### src/rtl/pdb_pkg.sv
package pdb_pkg;

    typedef enum logic [1:0] {
        FM_BYPASS = 2'd0,
        FM_GLITCH = 2'd1,
        FM_TICK   = 2'd2
    } filt_mode_e;

    typedef struct packed {
        logic samp;
        logic level;
    } pin_state_t;

    function automatic filt_mode_e pick_mode(input logic en, input logic sel);
        if (!en)
            return FM_BYPASS;
        else if (sel)
            return FM_TICK;
        else
            return FM_GLITCH;
    endfunction

endpackage

### src/rtl/pdb_regs.sv
module pdb_regs #(
    parameter int NPINS = 32
) (
    input  logic             clk,
    input  logic             rst,
    input  logic             en_wr,
    input  logic [NPINS-1:0] en_wdata,
    input  logic             sel_wr,
    input  logic [NPINS-1:0] sel_wdata,
    output logic [NPINS-1:0] en_q,
    output logic [NPINS-1:0] sel_q
);

    always_ff @(posedge clk) begin
        if (rst) begin
            en_q  <= '0;
            sel_q <= '0;
        end else begin
            if (en_wr)
                en_q <= en_wdata;
            if (sel_wr)
                sel_q <= sel_wdata;
        end
    end

endmodule

### src/rtl/pdb_divider.sv
module pdb_divider #(
    parameter int DIVW = 24
) (
    input  logic            clk,
    input  logic            rst,
    input  logic            run,
    input  logic            div_wr,
    input  logic [DIVW-1:0] div_wdata,
    output logic            tick
);

    localparam int CW = DIVW + 1;

    logic [DIVW-1:0] div_q;
    logic [CW-1:0]   cnt;
    logic [CW-1:0]   last;

    // Count 0 .. 2*div+1, which is 2*(div+1) cycles per tick.
    assign last = {div_q, 1'b1};
    assign tick = run && (cnt == last);

    always_ff @(posedge clk) begin
        if (rst) begin
            div_q <= '0;
            cnt   <= '0;
        end else if (div_wr) begin
            div_q <= div_wdata;
            cnt   <= '0;
        end else if (!run || tick) begin
            cnt   <= '0;
        end else begin
            cnt   <= cnt + 1'b1;
        end
    end

endmodule

### src/rtl/pdb_pin_filter.sv
module pdb_pin_filter
    import pdb_pkg::*;
(
    input  logic       clk,
    input  logic       rst,
    input  logic       raw,
    input  filt_mode_e mode,
    input  logic       tick,
    output logic       level
);

    pin_state_t st;
    logic       step;

    always_comb begin
        case (mode)
            FM_TICK: step = tick;
            default: step = 1'b1;
        endcase
    end

    always_ff @(posedge clk) begin
        if (rst) begin
            st <= '0;
        end else if (mode == FM_BYPASS) begin
            st.samp  <= raw;
            st.level <= raw;
        end else if (step) begin
            st.samp <= raw;
            if (raw == st.samp)
                st.level <= raw;
        end
    end

    assign level = st.level;

endmodule

### src/rtl/pin_debounce_bank.sv
module pin_debounce_bank
    import pdb_pkg::*;
#(
    parameter int NPINS = 32,
    parameter int DIVW  = 24
) (
    input  logic             clk,
    input  logic             rst,
    input  logic [NPINS-1:0] raw_pins,
    input  logic             en_wr,
    input  logic [NPINS-1:0] en_wdata,
    input  logic             sel_wr,
    input  logic [NPINS-1:0] sel_wdata,
    input  logic             div_wr,
    input  logic [DIVW-1:0]  div_wdata,
    input  logic             dbclk_en,
    output logic [NPINS-1:0] pins_filt
);

    logic [NPINS-1:0] en_q;
    logic [NPINS-1:0] sel_q;
    logic             tick;

    pdb_regs #(.NPINS(NPINS)) u_regs (
        .clk       (clk),
        .rst       (rst),
        .en_wr     (en_wr),
        .en_wdata  (en_wdata),
        .sel_wr    (sel_wr),
        .sel_wdata (sel_wdata),
        .en_q      (en_q),
        .sel_q     (sel_q)
    );

    pdb_divider #(.DIVW(DIVW)) u_div (
        .clk       (clk),
        .rst       (rst),
        .run       (dbclk_en),
        .div_wr    (div_wr),
        .div_wdata (div_wdata),
        .tick      (tick)
    );

    for (genvar i = 0; i < NPINS; i++) begin : g_pin
        filt_mode_e mode;
        assign mode = pick_mode(en_q[i], sel_q[i]);

        pdb_pin_filter u_filt (
            .clk   (clk),
            .rst   (rst),
            .raw   (raw_pins[i]),
            .mode  (mode),
            .tick  (tick),
            .level (pins_filt[i])
        );
    end

endmodule

### config.mk
export PLATFORM = sky130hd
export DESIGN_NAME = pin_debounce_bank
export DESIGN_NICKNAME = d
export VERILOG_FILES = /design/src/rtl/pdb_pkg.sv /design/src/rtl/pdb_regs.sv /design/src/rtl/pdb_divider.sv /design/src/rtl/pdb_pin_filter.sv /design/src/rtl/pin_debounce_bank.sv
export SDC_FILE = /design/constraint.sdc
export NUM_CORES = 1
export LEC_CHECK = 0
export ABC_AREA = 1
export BUFFER_PORTS_ARGS = -buffer_cell sky130_fd_sc_hd__buf_4
export CORE_ASPECT_RATIO = 0.7
export CORE_MARGIN = 2
export CORE_UTILIZATION = 30
export DETAILED_ROUTE_END_ITERATION = 16
export PLACE_DENSITY_LB_ADDON = 0.12
export SKIP_LAST_GASP = 1
export SLEW_MARGIN = 5
export SYNTH_ARGS = -nofsm -noshare
export SYNTH_HDL_FRONTEND = slang
export SYNTH_SLANG_ARGS = --single-unit
### constraint.sdc
create_clock -name clk -period 1.9 [get_ports clk]
set_clock_uncertainty 0.2 [all_clocks]
set_input_delay 0.285 -clock clk [delete_from_list [all_inputs] [get_ports clk]]
set_output_delay 0.285 -clock clk [all_outputs]
set_load 0.02 [all_outputs]
==> flow_summary.json, run 1 <==
{
  "timing.final.crit_share": 1.05,
  "pleak_nw": 5.74,
  "timing_max_transition_violations_final": 0,
  "min-delay-path-class": "in -> reg",
  "start_kind": "flop",
  "htree_levels": 4,
  "hold_violations": 0,
  "port_buffers": 157,
  "drt_iter0_drc": 318,
  "boundaryPins": 158,
  "layout_setup_ws_ns": -0.0919,
  "required_ns": 2.03,
  "max-clock-path-buffers": 2,
  "worstSkewPairLatency_ns": 0.44,
  "synth_sequential_area_ratio": 0.442,
  "globalRouteOverflowTotal": 0,
  "cts_buf_count": 17,
  "violations": "setup timing",
  "pwr-share-clk": 0.385,
  "globalplace.congestion": 0.871,
  "die_x_um": 199,
  "max-cap-violations": 0,
  "antennaDiodeCount": 0,
  "postRouteWirelength_mm": 26.1,
  "clock_tree_from_tritoncts": "yes",
  "hold_path_startpoint": "en_wr",
  "drt-wirelength-per-cell_um": 14.2,
  "synth_fp_nets": 1298,
  "drive_gt1_frac": 0.278,
  "initial_antenna_violation_count": 0,
  "crit_type": "reg -> reg",
  "grtUsageTotal": 0.181,
  "vdd.ir_drop.worst_mv": 0.715,
  "detail_route.first_pass.iterations": 5,
  "power.share.sequential": 0.461,
  "route.detailed.drc": 0,
  "outcome": "finished, violations left",
  "cts_sinks": 177,
  "setup_viol": 59,
  "clk_pin_slew_worst_paths_ns": 0.07,
  "power_report.internal_total_w": 0.00659,
  "detail_route.vias_per_cell": 4.41,
  "initial_core_utilization": 0.303,
  "p_sw_w": 0.00228,
  "die-area_um2": 28100,
  "floorplan_row_count": 50,
  "comb_power_share": 0.154,
  "syn-cell-area_um2": 8020,
  "die_height_um": 141,
  "data_arrival_time_at_the_worst_slack_endpoint_ns": 2.12,
  "dp_hpwl_mm": 17.1,
  "layout.cells.non_filler": 1845,
  "cp-end-kind": "flop",
  "reg2reg_from": "u_div.cnt[1]",
  "ys.warnings.count": 0,
  "post-route-util": 0.468,
  "maximum_number_of_pins_on_one_net_before_global_route_repair": 80,
  "synthDistinctLibCells": 25,
  "rsz_0062_raised_after_global_routing": "true",
  "postSynthCellCount": 1171,
  "powerDensity_nw_per_um2": 714,
  "placeableCoreArea_um2": 26500,
  "num_vias": 8137,
  "filler_cells_inserted": 2712,
  "avgSynthCellArea_um2": 6.85,
  "clock.fmax_mhz": 502,
  "ys_seq_elements": 177,
  "dpl.cell_count": 1682,
  "sw_frac_of_total": 0.257,
  "slew_headroom": 0.643,
  "clk_root_buffer_cell": "clkbuf_16",
  "worst_slew_pin_slew_ns": 0.536,
  "finalHoldWorstSlack_ns": 0.0240,
  "drt.antenna.violating_nets": 0,
  "grt_pass1_wl_mm": 39.3,
  "final_period_minus_worst_setup_slack_ns": 1.99,
  "worstSetupStartpoint": "u_div.cnt[1]",
  "nNetsFinal": 1597,
  "first_global_vias": 7620,
  "syn2layout_area_growth_pct": 54.7,
  "critPathMaxFanout": 8
}
Yosys cell counts, drive strengths merged:
cell type    n  area (um^2)
a21oi      105          526
a31oi        1         6.26
buf         41          284
clkbuf      32          120
clkinv       1         3.75
dfxtp      177         3540
ha           1         12.5
inv        124          465
nand2      246          923
nand3       75          388
nand4        5         31.3
nor2       200          761
nor3        17         85.1
nor3b        2         15.0
o21ai      105          526
or2          3         18.8
xnor2        5         43.8
xor2        31          272
sequential cells by signal, indices dropped and copies added (netlist names):
name / flops
u_regs.en_q: 32
u_div.cnt: 25
g_pin.u_filt.level: 32
u_div.div_q: 24
u_regs.sel_q: 32
g_pin.u_filt.st: 32
layer usage:
metal	up-vias	part of all wire	wire, um	GRT usage
met5	-	0	0	0
met4	0	0.0088	230	0.0402
met3	17	0.048	1270	0.0438
met2	143	0.42	11000	0.270
met1	3693	0.52	13700	0.261
li1	4284	-	-	-
layout by cell type (no fill, tap or decap), types with 9 or more instances in the layout:
cell | Yosys | layout
buf_4 | 33 | 214
nand2_1 | 246 | 198
nor2_1 | 198 | 182
dfxtp_1 | 177 | 159
dlygate4sd3_1 | 0 | 121
inv_1 | 121 | 112
o21ai_0 | 104 | 102
a21oi_1 | 105 | 96
nand3_1 | 74 | 42
xor2_1 | 31 | 31
nand3_2 | 0 | 30
nand2_2 | 0 | 25
nand2_4 | 0 | 22
clkbuf_16 | 0 | 21
dfxtp_2 | 0 | 16
nor2_2 | 1 | 12
inv_2 | 3 | 10
nor3_1 | 17 | 9
a21oi_2 | 0 | 9
buf_12 | 0 | 9
worst max-delay path: stages, from the launching register on:
cell	delay [ns]
dfxtp_2	0.34
buf_4	0.14
xnor2_2	0.11
nand2_1	0.08
nor2_2	0.12
nand2_2	0.07
nor2_4	0.13
nand3_4	0.08
buf_12	0.16
clkbuf_16	0.18
nand2_4	0.08
nand3_2	0.07
nand2_2	0.07
nor2_2	0.04
repair_timing:
item	4_1_cts	5_1_grt
gates cloned	1	6
pin swaps	1	34
endpoints found under the setup margin	62	89
setup buffers	1	6
gates resized for setup	24	163
endpoints found under the hold margin	142	0
hold buffers	121	0
worst paths after layout:
check	depth (start not counted)	slack, ns	endpoint
worst max-delay path	13	-0.09	g_pin[30].u_filt.level
worst min-delay path	3	0.02	u_regs.en_q[6]
worst max register to register	13	-0.09	g_pin[30].u_filt.level
worst min register to register	2	0.27	u_regs.en_q[15]
logic make-up after synthesis:
group           Yosys count  share of synthesized area
flops                   177                      0.442
compound gates          211                      0.132
fa+ha+maj                 1                    0.00156
buf+inv                 198                      0.109
xor+xnor                 36                     0.0393
simple gates            548                      0.277
power by group through the flow:
stage               Clock, W  Sequential [W]  Combinational, W
floorplan                  0         0.00412          0.000670
CTS                  0.00351         0.00409           0.00131
detailed placement         0         0.00417           0.00109
finish               0.00342         0.00409           0.00136
global placement           0         0.00417           0.00108
global route         0.00365         0.00412           0.00151
stage by stage:
stage	setup slack (ns)	area (um^2)	power [W]	setup TNS, ns
after floorplan	0.171	8020	0.00479	0
after global placement	-0.0988	9800	0.00525	-1.55
after detailed placement	-0.0818	9800	0.00526	-2.16
after CTS	-0.00120	11700	0.00891	-0.00385
after global routing	-0.180	12400	0.00928	-9.52
final	-0.0919	12400	0.00887	-2.55
final cells by class:
class | count | area, um^2 | area share
inverters | 125 | 473 | 0.0381
clock inverters | 5 | 52.6 | 0.00423
flip-flops and latches | 177 | 3570 | 0.288
well taps | 364 | 455 | 0.0367
repair buffers | 353 | 3150 | 0.254
clock buffers | 25 | 505 | 0.0407
multi-input cells | 796 | 4210 | 0.339
(Power assumes the default switching activity.)
==> run 2, diff against run 1 <==
--- a/config.mk
+++ b/config.mk
@@ -13,7 +13,7 @@
 export DETAILED_ROUTE_END_ITERATION = 16
 export PLACE_DENSITY_LB_ADDON = 0.12
 export SKIP_LAST_GASP = 1
-export SLEW_MARGIN = 5
+export SLEW_MARGIN = 0
 export SYNTH_ARGS = -nofsm -noshare
 export SYNTH_HDL_FRONTEND = slang
 export SYNTH_SLANG_ARGS = --single-unit
==> constraint.sdc (replaced) <==
create_clock -name clk -period 1.8 [get_ports clk]
set_clock_uncertainty 0.2 [all_clocks]
set_input_delay 0.27 -clock clk [delete_from_list [all_inputs] [get_ports clk]]
set_output_delay 0.27 -clock clk [all_outputs]
set_load 0.02 [all_outputs]
==> run 2 against run 1 <==
  * The flow still finishes with violations (setup timing)
  * Combinational power increased by 9.6%
  * Flip-flop and latch count did not move
  * Register-to-register slack got worse by 0.07 ns
  * Critical endpoint is now g_pin[29].u_filt.level
  * Maximum frequency rose by 1.5%
  * Largest cell class unchanged
  * Largest power group unchanged
==> flow_summary.json, run 2 (same netlist as run 1, synthesis figures left out) <==
{
  "p_sw_w": 0.00244,
  "pleak_nw": 5.84,
  "grt.met2_usage": 0.250,
  "final_cell_mix": "buf_4, nand2_1, nor2_1",
  "first_global_vias": 7241,
  "max-clock-path-buffers": 2,
  "tns_ns": -8.36,
  "start_kind": "flop",
  "boundaryPins": 158,
  "globalRouteOverflowTotal": 0,
  "crit_type": "reg -> reg",
  "comb_power_share": 0.161,
  "min-delay-path-class": "in -> reg",
  "initial_antenna_violation_count": 0,
  "postRouteWirelength_mm": 26.2,
  "grtUsageTotal": 0.179,
  "detail_route.first_pass.iterations": 5,
  "placedInstanceArea_um2": 9980,
  "die-area_um2": 28100,
  "die_x_um": 199,
  "violations": "setup timing",
  "hold_path_startpoint": "div_wr",
  "reg2reg_from": "u_div.cnt[23]",
  "clock.fmax_mhz": 510,
  "maximum_number_of_pins_on_one_net_before_global_route_repair": 56,
  "whs_path_depth": 3,
  "drt.antenna.violating_nets": 0,
  "nNetsFinal": 1630,
  "antennaDiodeCount": 0,
  "clock_tree_from_tritoncts": "yes",
  "initial_core_utilization": 0.303,
  "grt.met1_usage": 0.270,
  "dp_hpwl_mm": 17.0,
  "drt-wirelength-per-cell_um": 13.9,
  "slew_headroom": 0.620,
  "globalplace.congestion": 0.881,
  "hold_violations": 0,
  "worstRegToRegCells": 14,
  "power_report.internal_total_w": 0.00678,
  "cts_buf_count": 17,
  "floorplan_row_count": 50,
  "required_ns": 1.92,
  "worstSkewPairLatency_ns": 0.44,
  "timing.final.crit_share": 1.09,
  "cp-end-kind": "flop",
  "setup_viol": 89,
  "layout.cells.non_filler": 1878,
  "route.detailed.drc": 0,
  "dpl.cell_count": 1706,
  "finalHoldWorstSlack_ns": 0.0296,
  "pwr-share-clk": 0.371,
  "powerDensity_nw_per_um2": 730,
  "layout_commonest_cell": "buf_4",
  "syn2layout_area_growth_pct": 57.3,
  "finalInstanceArea_um2": 12600,
  "power.share.sequential": 0.468,
  "die_height_um": 141,
  "num_vias": 8220,
  "timing_max_transition_violations_final": 0,
  "use_met3": 0.0490,
  "htree_levels": 4,
  "grt-busiest-layer": "met1",
  "worst_slew_pin_slew_ns": 0.570,
  "clk_pin_slew_worst_paths_ns": 0.06,
  "dp_worst_setup_slack_ns": -0.176,
  "placeableCoreArea_um2": 26500,
  "clk_root_buffer_cell": "clkbuf_16",
  "layout_setup_ws_ns": -0.163,
  "data_arrival_time_at_the_worst_slack_endpoint_ns": 2.09,
  "regToRegSetupSlack_ns": -0.16,
  "port_buffers": 157,
  "sw_frac_of_total": 0.264,
  "vdd.ir_drop.worst_mv": 0.725,
  "detail_route.vias_per_cell": 4.38,
  "drt_iter0_drc": 362,
  "rr_endpoint": "g_pin[29].u_filt.level",
  "final_period_minus_worst_setup_slack_ns": 1.96,
  "rsz_0062_raised_after_global_routing": "true",
  "critPathMaxFanout": 8,
  "outcome": "finished, violations left",
  "whs_endpoint": "u_div.div_q[14]",
  "grt_pass1_wl_mm": 38.7,
  "drive_gt1_frac": 0.290,
  "max-cap-violations": 0,
  "cts_sinks": 177
}
==> run 2: cell types whose count changed in the layout (fill, tap and decap cells not counted), sizes merged <==
cell	before	now
buf	228	255
dlygate4sd3	121	127
clkinv	5	6
bufinv	1	0
==> run 2: layout make-up <==
cell class,count,area (um^2)
repair buffers,386,3400
fillers,2693,13900
inverters,125,470
clock inverters,5,31.3
multi-input cells,796,4220
well taps,364,455
flip-flops and latches,177,3570
clock buffers,25,485
==> run 2: per-stage QoR <==
stage                      util  total power (W)
final                     0.476          0.00922
after global routing      0.476          0.00968
after CTS                 0.448          0.00925
after detailed placement  0.376          0.00557
after global placement    0.376          0.00557
after floorplan               -          0.00506
==> run 2: repair_timing <==
action / CTS / global route
hold buffers: 127 / 0
pin swaps: 1 / 30
hold endpoints to repair: 152 / 0
gates cloned: 1 / 5
gates resized for setup: 23 / 161
setup endpoints to repair: 89 / 89
setup buffers: 4 / 6
==> run 2: worst max path at each step <==
stage                                from                     end  slack (ns)
after floorplan              u_div.cnt[0]           u_div.cnt[22]        0.07
after global placement       u_div.cnt[4]           u_div.cnt[13]       -0.24
after detailed placement     u_div.cnt[7]           u_div.cnt[19]       -0.18
after CTS                    u_div.cnt[2]   g_pin[2].u_filt.st[1]       -0.10
after global routing      u_div.div_q[20]  g_pin[26].u_filt.level       -0.28
final                       u_div.cnt[23]  g_pin[29].u_filt.level       -0.16
==> run 2: per-layer routing <==
metal,vias up,part of all wire,wire (um)
li1,4342,-,-
met1,3679,0.51,13400
met2,178,0.42,10900
met3,21,0.061,1580
met4,0,0.011,289
met5,-,0,0
==> run 2: power groups by stage <==
stage	Combinational [W]	Clock [W]	Sequential, W
6_report	0.00149	0.00342	0.00432
4_1_cts	0.00141	0.00352	0.00432
5_1_grt	0.00164	0.00369	0.00435
3_5_place_dp	0.00117	0	0.00440
2_1_floorplan	0.000707	0	0.00435
3_3_place_gp	0.00117	0	0.00440
==> run 2: worst max-delay path: stages (launching register included) <==
cell,delay (ns)
dfxtp_1,0.32
inv_1,0.08
nand2_1,0.07
nand2_2,0.11
nand2_1,0.07
nor2_1,0.10
nand2_1,0.09
nor2_4,0.15
nand3_4,0.09
buf_12,0.16
clkbuf_16,0.17
nand2_2,0.07
nand3_1,0.07
nand2_1,0.06
nor2_1,0.04
